**config.mk**
```make
export PLATFORM = sky130hd
export DESIGN_NAME = psimd_sat_adder
export DESIGN_NICKNAME = d
export VERILOG_FILES = /design/src/rtl/psa_pkg.sv /design/src/rtl/psa_lane_map.sv /design/src/rtl/psa_chain.sv /design/src/rtl/psa_sat.sv /design/src/rtl/psimd_sat_adder.sv
export SDC_FILE = /design/constraint.sdc
export NUM_CORES = 1
export LEC_CHECK = 0
export ABC_CLOCK_PERIOD_IN_PS = 800
export BUFFER_PORTS_ARGS = -buffer_cell sky130_fd_sc_hd__buf_2
export CELL_PAD_IN_SITES_DETAIL_PLACEMENT = 0
export CELL_PAD_IN_SITES_GLOBAL_PLACEMENT = 1
export CORE_MARGIN = 5
export CORE_UTILIZATION = 35
export DETAILED_ROUTE_END_ITERATION = 7
export GPL_TIMING_DRIVEN = 0
export PLACE_DENSITY_LB_ADDON = 0.1
export SYNTH_ARGS = -nofsm -noshare
export SYNTH_HDL_FRONTEND = slang
export SYNTH_SLANG_ARGS = --single-unit
export TNS_END_PERCENT = 50
```
**constraint.sdc**
```tcl
create_clock -name clk -period 0.8 [get_ports clk]
set_input_delay 0.16 -clock clk [delete_from_list [all_inputs] [get_ports clk]]
set_output_delay 0.16 -clock clk [all_outputs]
set_load 0.02 [all_outputs]
```
**src/rtl/psa_pkg.sv**
```systemverilog
package psa_pkg;

    typedef enum logic [1:0] {
        LANE_B8   = 2'd0,
        LANE_B16  = 2'd1,
        LANE_B32  = 2'd2,
        LANE_B32X = 2'd3
    } lane_sel_e;

    // Number of base segments that form one lane in the given mode.
    function automatic int unsigned segs_per_lane(input lane_sel_e m);
        unique case (m)
            LANE_B8:  return 1;
            LANE_B16: return 2;
            default:  return 4;
        endcase
    endfunction

endpackage

```
**src/rtl/psa_lane_map.sv**
```systemverilog
module psa_lane_map
    import psa_pkg::*;
#(
    parameter int NSEG = 8,
    localparam int IDX_W = (NSEG > 1) ? $clog2(NSEG) : 1
) (
    input  lane_sel_e          mode,
    output logic [NSEG-1:0]    first_seg,
    output logic [IDX_W-1:0]   span_m1
);

    always_comb begin
        int unsigned spl;
        spl     = segs_per_lane(mode);
        span_m1 = IDX_W'(spl - 1);
        for (int i = 0; i < NSEG; i++) begin
            first_seg[i] = ((i & int'(spl - 1)) == 0);
        end
    end

endmodule

```
**src/rtl/psa_chain.sv**
```systemverilog
module psa_chain #(
    parameter int SEG_W = 8,
    parameter int NSEG  = 8,
    localparam int WORD_W = SEG_W * NSEG
) (
    input  logic [WORD_W-1:0] opa,
    input  logic [WORD_W-1:0] opb,
    input  logic              sub,
    input  logic [NSEG-1:0]   first_seg,
    output logic [WORD_W-1:0] sum,
    output logic [NSEG-1:0]   seg_cout
);

    // One ripple through all segments; at a lane start the carry
    // from below is dropped and the subtract increment enters instead.
    always_comb begin
        logic             ripple;
        logic             cin;
        logic [SEG_W:0]   part;
        logic [SEG_W-1:0] b_eff;
        ripple = 1'b0;
        for (int i = 0; i < NSEG; i++) begin
            cin   = first_seg[i] ? sub : ripple;
            b_eff = opb[i*SEG_W +: SEG_W] ^ {SEG_W{sub}};
            part  = {1'b0, opa[i*SEG_W +: SEG_W]} + {1'b0, b_eff}
                  + {{SEG_W{1'b0}}, cin};
            sum[i*SEG_W +: SEG_W] = part[SEG_W-1:0];
            seg_cout[i]           = part[SEG_W];
            ripple                = part[SEG_W];
        end
    end

endmodule

```
**src/rtl/psa_sat.sv**
```systemverilog
module psa_sat #(
    parameter int SEG_W = 8,
    parameter int NSEG  = 8,
    localparam int WORD_W = SEG_W * NSEG,
    localparam int IDX_W  = (NSEG > 1) ? $clog2(NSEG) : 1
) (
    input  logic [WORD_W-1:0] opa,
    input  logic [WORD_W-1:0] opb,
    input  logic [WORD_W-1:0] sum,
    input  logic [NSEG-1:0]   seg_cout,
    input  logic [IDX_W-1:0]  span_m1,
    input  logic              sub,
    input  logic              sgn,
    input  logic              sat,
    output logic [WORD_W-1:0] res,
    output logic [NSEG-1:0]   ovf_lane
);

    logic [NSEG-1:0] ovf_seg;   // overflow if this segment ended a lane
    logic [NSEG-1:0] high_seg;  // overflow direction is towards the top

    always_comb begin
        logic a_s, b_s, r_s;
        for (int i = 0; i < NSEG; i++) begin
            a_s = opa[i*SEG_W + SEG_W - 1];
            b_s = opb[i*SEG_W + SEG_W - 1] ^ sub;
            r_s = sum[i*SEG_W + SEG_W - 1];
            if (sgn) begin
                ovf_seg[i]  = (a_s == b_s) && (r_s != a_s);
                high_seg[i] = ~a_s;
            end else begin
                ovf_seg[i]  = sub ? ~seg_cout[i] : seg_cout[i];
                high_seg[i] = ~sub;
            end
        end
    end

    always_comb begin
        int               last;
        logic [SEG_W-1:0] clamp;
        for (int i = 0; i < NSEG; i++) begin
            last  = i | int'(span_m1);
            clamp = {SEG_W{high_seg[last]}};
            if (sgn && (i == last)) begin
                clamp[SEG_W-1] = ~clamp[SEG_W-1];
            end
            res[i*SEG_W +: SEG_W] = (sat && ovf_seg[last]) ? clamp
                                                           : sum[i*SEG_W +: SEG_W];
        end
    end

    always_comb begin
        int idx;
        for (int k = 0; k < NSEG; k++) begin
            idx         = k * (int'(span_m1) + 1) + int'(span_m1);
            ovf_lane[k] = (idx < NSEG) ? ovf_seg[idx] : 1'b0;
        end
    end

endmodule

```
**src/rtl/psimd_sat_adder.sv**
```systemverilog
module psimd_sat_adder
    import psa_pkg::*;
#(
    parameter int WORD_W = 64,
    parameter int SEG_W  = 8,
    localparam int NSEG  = WORD_W / SEG_W,
    localparam int IDX_W = (NSEG > 1) ? $clog2(NSEG) : 1
) (
    input  logic              clk,
    input  logic              rst_n,
    input  logic [WORD_W-1:0] opa_i,
    input  logic [WORD_W-1:0] opb_i,
    input  logic [1:0]        lane_sel_i,
    input  logic              sub_i,
    input  logic              signed_i,
    input  logic              sat_i,
    output logic [WORD_W-1:0] res_o,
    output logic [NSEG-1:0]   ovf_o
);

    lane_sel_e         mode;
    logic [NSEG-1:0]   first_seg;
    logic [IDX_W-1:0]  span_m1;
    logic [WORD_W-1:0] raw_sum;
    logic [NSEG-1:0]   seg_cout;
    logic [WORD_W-1:0] res_d;
    logic [NSEG-1:0]   ovf_d;

    assign mode = lane_sel_e'(lane_sel_i);

    psa_lane_map #(.NSEG(NSEG)) u_map (
        .mode      (mode),
        .first_seg (first_seg),
        .span_m1   (span_m1)
    );

    psa_chain #(.SEG_W(SEG_W), .NSEG(NSEG)) u_chain (
        .opa       (opa_i),
        .opb       (opb_i),
        .sub       (sub_i),
        .first_seg (first_seg),
        .sum       (raw_sum),
        .seg_cout  (seg_cout)
    );

    psa_sat #(.SEG_W(SEG_W), .NSEG(NSEG)) u_sat (
        .opa       (opa_i),
        .opb       (opb_i),
        .sum       (raw_sum),
        .seg_cout  (seg_cout),
        .span_m1   (span_m1),
        .sub       (sub_i),
        .sgn       (signed_i),
        .sat       (sat_i),
        .res       (res_d),
        .ovf_lane  (ovf_d)
    );

    always_ff @(posedge clk or negedge rst_n) begin
        if (!rst_n) begin
            res_o <= '0;
            ovf_o <= '0;
        end else begin
            res_o <= res_d;
            ovf_o <= ovf_d;
        end
    end

    // Reference slices for the lowest two base lanes, used only by checks.
    logic [SEG_W-1:0] chk_wrap0;
    logic [SEG_W-1:0] chk_wrap1;
    assign chk_wrap0 = opa_i[SEG_W-1:0] + opb_i[SEG_W-1:0];
    assign chk_wrap1 = opa_i[2*SEG_W-1:SEG_W] + opb_i[2*SEG_W-1:SEG_W];

    // flags above the active lane count stay clear
    a_r7_unused_flags_16: assert property (@(posedge clk) disable iff (!rst_n)
        (lane_sel_i == 2'd1) |=> (ovf_o[NSEG-1:NSEG/2] == '0));

    a_r7_unused_flags_32: assert property (@(posedge clk) disable iff (!rst_n)
        (lane_sel_i[1]) |=> (ovf_o[NSEG-1:NSEG/4] == '0));

    // opposite-sign signed add never overflows
    a_r5_no_overflow: assert property (@(posedge clk) disable iff (!rst_n)
        (lane_sel_i == 2'd0 && signed_i && !sub_i
         && (opa_i[SEG_W-1] != opb_i[SEG_W-1])) |=> !ovf_o[0]);

    // unsigned saturating add clamps to all ones
    a_r10_usat_add_clamp: assert property (@(posedge clk) disable iff (!rst_n)
        (lane_sel_i == 2'd0 && !signed_i && !sub_i && sat_i)
        |=> (!ovf_o[0] || res_o[SEG_W-1:0] == '1));

    // wrapping add in narrow lanes is modulo the lane width
    a_r8_wrap_lane0: assert property (@(posedge clk) disable iff (!rst_n)
        (lane_sel_i == 2'd0 && !sub_i && !sat_i)
        |=> (res_o[SEG_W-1:0] == $past(chk_wrap0)));

    // lane 1 is untouched by lane 0's carry
    a_r2_lane1_isolated: assert property (@(posedge clk) disable iff (!rst_n)
        (lane_sel_i == 2'd0 && !sub_i && !sat_i)
        |=> (res_o[2*SEG_W-1:SEG_W] == $past(chk_wrap1)));

endmodule

```
# ---- After elaboration in Yosys (flattened, before gate mapping)
# Cells that the tools add are included.
dict set report totals {
  regBits 72
  output_inout_bits 72
  word_cells 253
}
dict set report classes {
  addsub 25
  mul 4
  magnitude_cmp 22
  eq_ne 17
  muxes 105
  bitwise 44
  reduce_logical 34
}
# op count
set op_table {}
lappend op_table {{$lt A32 B5 Y1 const B} 14}
lappend op_table {{$add A32 B4 Y32} 7}
lappend op_table {{$logic_not A32 Y1} 7}
lappend op_table {{$mux W1} 81}
lappend op_table {{$add A8 B8 Y9} 8}
lappend op_table {{$add A9 B1 Y9} 8}
lappend op_table {{$mul A4 B32 Y32 const A} 2}
lappend op_table {{$mux W8} 8}
lappend op_table {{$xor A8 B8 Y8} 8}
lappend op_table {{$lt A3 B4 Y1 const B} 8}
lappend op_table {{$mul A3 B32 Y31 const A} 1}
lappend op_table {{$mul A3 B32 Y32 const A} 1}
lappend op_table {{$not A1 Y1} 28}
lappend op_table {{$bmux W1 S3} 9}
lappend op_table {{$logic_and A1 B1 Y1} 23}
lappend op_table {{$bmux W1 S2} 6}
lappend op_table {{$eq A1 B1 Y1} 8}
lappend op_table {{$logic_not A2 Y1} 4}
lappend op_table {{$ne A1 B1 Y1} 8}
lappend op_table {{$xor A1 B1 Y1} 8}
lappend op_table {{$pmux W3 S2} 1}
lappend op_table {{$add A3 B1 Y4 const B} 1}
lappend op_table {{$sub A3 B1 Y3 const B} 1}
lappend op_table {{$eq A2 B1 Y1 const B} 1}

# ---- Logic depth before layout (Yosys ltp)
dict set report logic_depth {
  ltp_word 25
  depth_mapped 38
  depth_no_buf 34
}

# ---- Hierarchy
# From an unflattened synthesis, not the netlist that was laid out.
dict set report unflattened {
  hier_cells 858
  hier_area_um2 7843.8
}
# mod instances cells_per_inst area_per_inst_um2 seq_area_each_um2
set modules_own_cells {}
lappend modules_own_cells {psa_chain 1 432 3420.8 0.0}
lappend modules_own_cells {psa_sat 1 339 2511.2 0.0}
lappend modules_own_cells {psimd_sat_adder 1 72 1801.7 1801.7}
lappend modules_own_cells {psa_lane_map 1 15 110.1 0.0}

# ---- Worst setup path before layout
# Ideal clock, no wire load.
dict set report synth_path {
  path_type {input to register}
  start {input sub_i}
  end {register res_o[4]}
  setup_time_ps 128
  arrival_ps 7666
  required_ps 672
  path_slack_ps -6994
  cell_stages 37
  path_cell_list {buf_2 -> clkbuf_1 -> clkbuf_1 -> xor2_1 -> inv_1 -> fa_1 -> nor2b_1 -> o31a_1 -> nor2b_1 -> o21ba_1 -> nand2_1 -> nand2_1 -> fa_1 -> fa_1 -> nor2b_1 -> o2111ai_1 -> nand3_1 -> and2_1 -> o21ai_0 -> fa_1 -> fa_1 -> nor2b_1 -> o2111ai_1 -> nand3_1 -> nand2_1 -> nand2_1 -> nand2_1 -> fa_1 -> fa_1 -> nor2b_1 -> o31ai_1 -> a31oi_1 -> mux2i_1 -> nor3_1 -> a211o_1 -> o2bb2ai_4 -> mux2_1}
}
dict set report synth_via {
  elab_chain_len 24
}
# element line
set synth_rtl {}
lappend synth_rtl {{start, declared} psimd_sat_adder.sv:14} ;# input logic sub_i,
lappend synth_rtl {{$xor A8 B8 Y8} psa_chain.sv:24} ;# b_eff = opb[i*SEG_W +: SEG_W] ^ {SEG_W{sub}};
lappend synth_rtl {{$add A8 B8 Y9} psa_chain.sv:25} ;# part = {1'b0, opa[i*SEG_W +: SEG_W]} + {1'b0, b_eff}
lappend synth_rtl {{$add A9 B1 Y9} psa_chain.sv:26} ;# + {{SEG_W{1'b0}}, cin};
lappend synth_rtl {{$mux W1} psa_chain.sv:23} ;# cin = first_seg[i] ? sub : ripple;
lappend synth_rtl {{$add A9 B1 Y9} psa_chain.sv:26}
lappend synth_rtl {{$mux W1} psa_chain.sv:23}
lappend synth_rtl {{$add A9 B1 Y9} psa_chain.sv:26}
lappend synth_rtl {{$mux W1} psa_chain.sv:23}
lappend synth_rtl {{[9 not listed]} --}
lappend synth_rtl {{$ne A1 B1 Y1 / $not A1 Y1 (equally long branches)} {psa_sat.sv:29, psa_sat.sv:32}}
lappend synth_rtl {{$logic_and A1 B1 Y1 / $mux W1 (equally long branches)} {psa_sat.sv:29, psa_sat.sv:32}}
lappend synth_rtl {{$mux W1} psa_sat.sv:28} ;# if (sgn) begin
lappend synth_rtl {{$bmux W1 S3} psa_sat.sv:47} ;# res[i*SEG_W +: SEG_W] = (sat && ovf_seg[last]) ? clamp
lappend synth_rtl {{$mux W1 (implied by the code)} psa_sat.sv:47}
lappend synth_rtl {{$logic_and A1 B1 Y1} psa_sat.sv:47}
lappend synth_rtl {{$mux W8 (*)} psa_sat.sv:47}
lappend synth_rtl {{via res_d[4]} psimd_sat_adder.sv:26} ;# logic [WORD_W-1:0] res_d;
lappend synth_rtl {{end signal, assigned} psimd_sat_adder.sv:64} ;# res_o <= res_d;
lappend synth_rtl {{end, declared} psimd_sat_adder.sv:17} ;# output logic [WORD_W-1:0] res_o,
# Mark *: on every way through the listed nets, which the timed path passes. The rest lies on a longest branch. The select of a mux whose other input is x is not followed.

# ---- Worst setup path in the final report
dict set report layout_path {
  start {input sub_i}
  end {register res_o[14]}
}
dict set report layout_via {
  elab_chain_len 24
}
# element line
set layout_rtl {}
lappend layout_rtl {{$xor A8 B8 Y8} psa_chain.sv:24}
lappend layout_rtl {{$add A8 B8 Y9} psa_chain.sv:25}
lappend layout_rtl {{$add A9 B1 Y9} psa_chain.sv:26}
lappend layout_rtl {{$mux W1} psa_chain.sv:23}
lappend layout_rtl {{$add A9 B1 Y9} psa_chain.sv:26}
lappend layout_rtl {{$mux W1} psa_chain.sv:23}
lappend layout_rtl {{$add A9 B1 Y9} psa_chain.sv:26}
lappend layout_rtl {{$mux W1} psa_chain.sv:23}
lappend layout_rtl {{[9 not listed]} --}
lappend layout_rtl {{$ne A1 B1 Y1 / $not A1 Y1 (equally long branches)} {psa_sat.sv:29, psa_sat.sv:32}}
lappend layout_rtl {{$logic_and A1 B1 Y1 / $mux W1 (equally long branches)} {psa_sat.sv:29, psa_sat.sv:32}}
lappend layout_rtl {{$mux W1} psa_sat.sv:28}
lappend layout_rtl {{$bmux W1 S2} psa_sat.sv:47}
lappend layout_rtl {{$mux W1 (implied by the code)} psa_sat.sv:47}
lappend layout_rtl {{$logic_and A1 B1 Y1} psa_sat.sv:47}
lappend layout_rtl {{$mux W8 (*)} psa_sat.sv:47}
lappend layout_rtl {{via res_d[14]} psimd_sat_adder.sv:26}
# Marks and branches as above.

==> flow_summary.yaml <==
power_and_ir_drop:
  power.switching_uw: 8480
  p_clk_share_pct: 18.2
  ir_worst_vdd_uv: 1140
  netSwitchingFraction_pct: 39.5
  p_leak_uw: 0.00512
  combinationalPowerShare_pct: 57.5
  powerDensity_mw_per_mm2: 2070
  finalPower_uw: 21500
  seqPwrFrac_pct: 24.3
  internal-power_uw: 13000
outcome:
  run_status: "complete, but fails checks"
  violations: "hold timing, setup timing"
synth:
  synth_seq_area_share_pct: 27.5
  synth_area_sq_mm: 0.00656
  yosys_most_used_dff: "dfrtp_1"
  syn_avg_cell_area_sq_um: 9.28
  ys_types: 59
  synth_top_family_by_area: "adder cells"
  synthAdderAreaFrac_pct: 16.0
  postSynthCellCount: 707
  synth-edff-count: 0
  synth_xor_xnor_area_share_pct: 14.7
  synth_compound_area_share_pct: 15.6
  synth_warnings: 0
  syn_nets: 917
  synth_seq_cells: 72
  ys_async_sr_fraction_pct: 100
  synth-simple-area-share_pct: 14.3
  synth.area.mux_share_pct: 8.91
drt:
  drtAntennaViolNets: 0
  firstDrtPassIters: 4
  wl_per_cell_um: 18.6
  viasPerCell: 5.11
  drc_errors: 0
  wl_um: 24300
  via_count: 6676
  drtIter0Drc: 331
clock_tree:
  path_clk_slew_ns: 0.06
  clock_sinks: 72
  cts_tree: "done"
  cts_htree_levels: 3
  cts_max_path_buffers: 2
  cts_inserted_buffers: 9
  root_buffer: "clkbuf_16"
sta:
  finalSetupViolations: 144
  holdWs_ns: -0.217
  report.final.slew_viol_count: 0
  final.min_clock_period_ns: 7.44
  final_hold_viol_count: 35
  relSlewSlack_pct: 25.9
  min_period_over_period_pct: 930
  fin_setup_tns_ns: -464.88
  setup_slack_ns: -6.64
  tightest_slew_ns: 1.10
  fmax_mhz: 134
  grt_setup_unrepaired: "true"
grt:
  grt_first_pass_wirelength_um: 37800
  overflow: 0
  grt_max_degree: 38
  grtUsageTotal_pct: 22.1
  grt_pass1_vias: 7304
  grt_antenna_before_repair: 2
job:
  drv_cap: 0
cells_and_area:
  final_cell_mix: "buf_2 (179), buf_4 (123), dfrtp_1 (72)"
  layout_commonest_cell: "buf_2"
  nNetsFinal: 1279
  syn2layout_area_growth_pct: 58.1
  fin_cells: 1306
  nFillCells: 1675
  num_antenna_cells: 0
  drive_gt1_share_pct: 45.4
die:
  die_y_um: 147
  die_area_sq_mm: 0.0216
  pin_count: 207
  rows: 50
  initial_core_util_pct: 35.3
  core_sq_mm: 0.0186
  die_w_um: 147
place:
  placed_cells: 1146
  gp_congestion: 0.869
  numPortBuffers: 204
  post-dp-hpwl_um: 16400
critical_path:
  critPathSlowestCell: "fa_2"
  startpoint_type: "input port"
  cp.arrival_ns: 7.62
  crit_type: "in2reg"
  cpMostUsedCell: "buf_4"
  cp.required_ns: 0.98
  path_max_fanout: 3
  cpPeakStageDelay_ns: 0.37
  worst_setup_path_end_kind: "flop"
worst_hold_path:
  min_path_type: "in2async"
[final cells by class]
type / count / area [sq um] / area share, %
plain buffers: 19 / 216 / 2.09
well taps: 234 / 293 / 2.82
clock buffers: 14 / 274 / 2.64
repair buffers: 352 / 2480 / 24.0
inverters: 33 / 124 / 1.19
multi-input cells: 582 / 5180 / 49.9
flip-flops and latches: 72 / 1800 / 17.4
[worst max-delay path: cells and delay by family]
family / cells / cell delay, ns
buffers and inverters: 39 / 4.73
XOR/XNOR: 2 / 0.28
AO/OA/AOI/OAI: 3 / 0.63
AND/OR/NAND/NOR: 7 / 0.59
multiplexers: 1 / 0.10
adder cells (fa/ha/maj): 3 / 1.11
[flip-flops by register name, indices dropped and copies added (netlist names)]
name / count
res_o: 64
ovf_o: 8
[cell usage after synthesis (2+ instances only)]
| master | instances | area share, % |
|---|---|---|
| xor2_1 | 73 | 9.7 |
| dfrtp_1 | 72 | 27 |
| ha_1 | 60 | 11 |
| nand2_1 | 57 | 3.3 |
| mux2i_1 | 55 | 8.4 |
| nor2_1 | 45 | 2.6 |
| o21ai_0 | 40 | 3.1 |
| xnor2_1 | 37 | 4.9 |
| inv_1 | 30 | 1.7 |
| a21oi_1 | 23 | 1.8 |
| nor3_1 | 18 | 1.4 |
| nor2b_1 | 17 | 1.6 |
| nand2b_1 | 16 | 1.5 |
| clkbuf_1 | 15 | 0.86 |
| fa_1 | 15 | 4.6 |
| o21a_1 | 12 | 1.4 |
| a31oi_1 | 9 | 0.86 |
| nand3_1 | 9 | 0.69 |
| a21o_1 | 7 | 0.80 |
| o2111ai_1 | 7 | 0.93 |
| a211o_1 | 6 | 0.80 |
| a211oi_1 | 6 | 0.69 |
| nand3b_1 | 6 | 0.69 |
| o31ai_1 | 6 | 0.69 |
| and2_1 | 4 | 0.38 |
| o21ai_1 | 4 | 0.31 |
| o31a_1 | 4 | 0.53 |
| or3_1 | 4 | 0.38 |
| or4_1 | 4 | 0.46 |
| buf_1 | 3 | 0.17 |
| o211ai_1 | 3 | 0.34 |
| o21bai_1 | 3 | 0.34 |
| o22ai_1 | 3 | 0.29 |
| or2_1 | 3 | 0.29 |
| a221oi_1 | 2 | 0.27 |
| and3_1 | 2 | 0.19 |
| buf_2 | 2 | 0.15 |
| inv_2 | 2 | 0.11 |
| nor4_1 | 2 | 0.19 |
| o21ai_2 | 2 | 0.27 |
[power groups by stage]
| stage | Clock (uW) | Sequential [uW] | Combinational, uW |
|---|---|---|---|
| CTS | 3970 | 5180 | 11400 |
| finish | 3900 | 5220 | 12300 |
| floorplan | 0 | 6680 | 4680 |
| global route | 4140 | 5330 | 13300 |
| global placement | 0 | 5170 | 9000 |
| detailed placement | 0 | 5180 | 9130 |
[layer usage]
layer | vias up | routed length [um] | global-route usage, %
li1 | 3197 | - | -
met2 | 229 | 12100 | 38.6
met4 | 4 | 925 | 10.3
met5 | - | 22 | 0
met1 | 3189 | 9750 | 25.9
met3 | 57 | 1430 | 4.94
[timing repair]
item,4_1_cts,5_1_grt
setup endpoints to repair,144,144
cloned,3,0
pin swaps,34,11
gates resized for setup,137,80
setup buffers,135,16
hold endpoints to repair,35,35
[cells by family after synthesis]
kind of cell | count (synthesis)
mux | 57
compound gates | 148
buf+inv | 53
fa+ha+maj | 75
xor+xnor | 110
flops | 72
simple gates | 192
[path summary, 6_finish.rpt]
check                      startpoint  depth (start not counted)  slack (ns)         to
setup / recovery                sub_i                         55       -6.64  res_o[14]
hold / removal                  rst_n                          1       -0.22  res_o[26]
max in group asynchronous       rst_n                          2        0.41  res_o[39]
min in group clk             opa_i[0]                          3        0.13   res_o[0]
[stage by stage]
step | worst slack (ns) | util, % | hold slack [ns] | area [sq um]
global placement | -7.58 | 43.2 | 0.482 | 8020
detailed placement | -7.64 | 43.3 | 0.173 | 8040
floorplan | -6.09 | - | -0.136 | 6710
finish | -6.64 | 55.8 | -0.217 | 10400
global route | -6.82 | 55.8 | -0.171 | 10400
CTS | -6.43 | 53.8 | -0.191 | 10000
(Power assumes the default switching activity.)
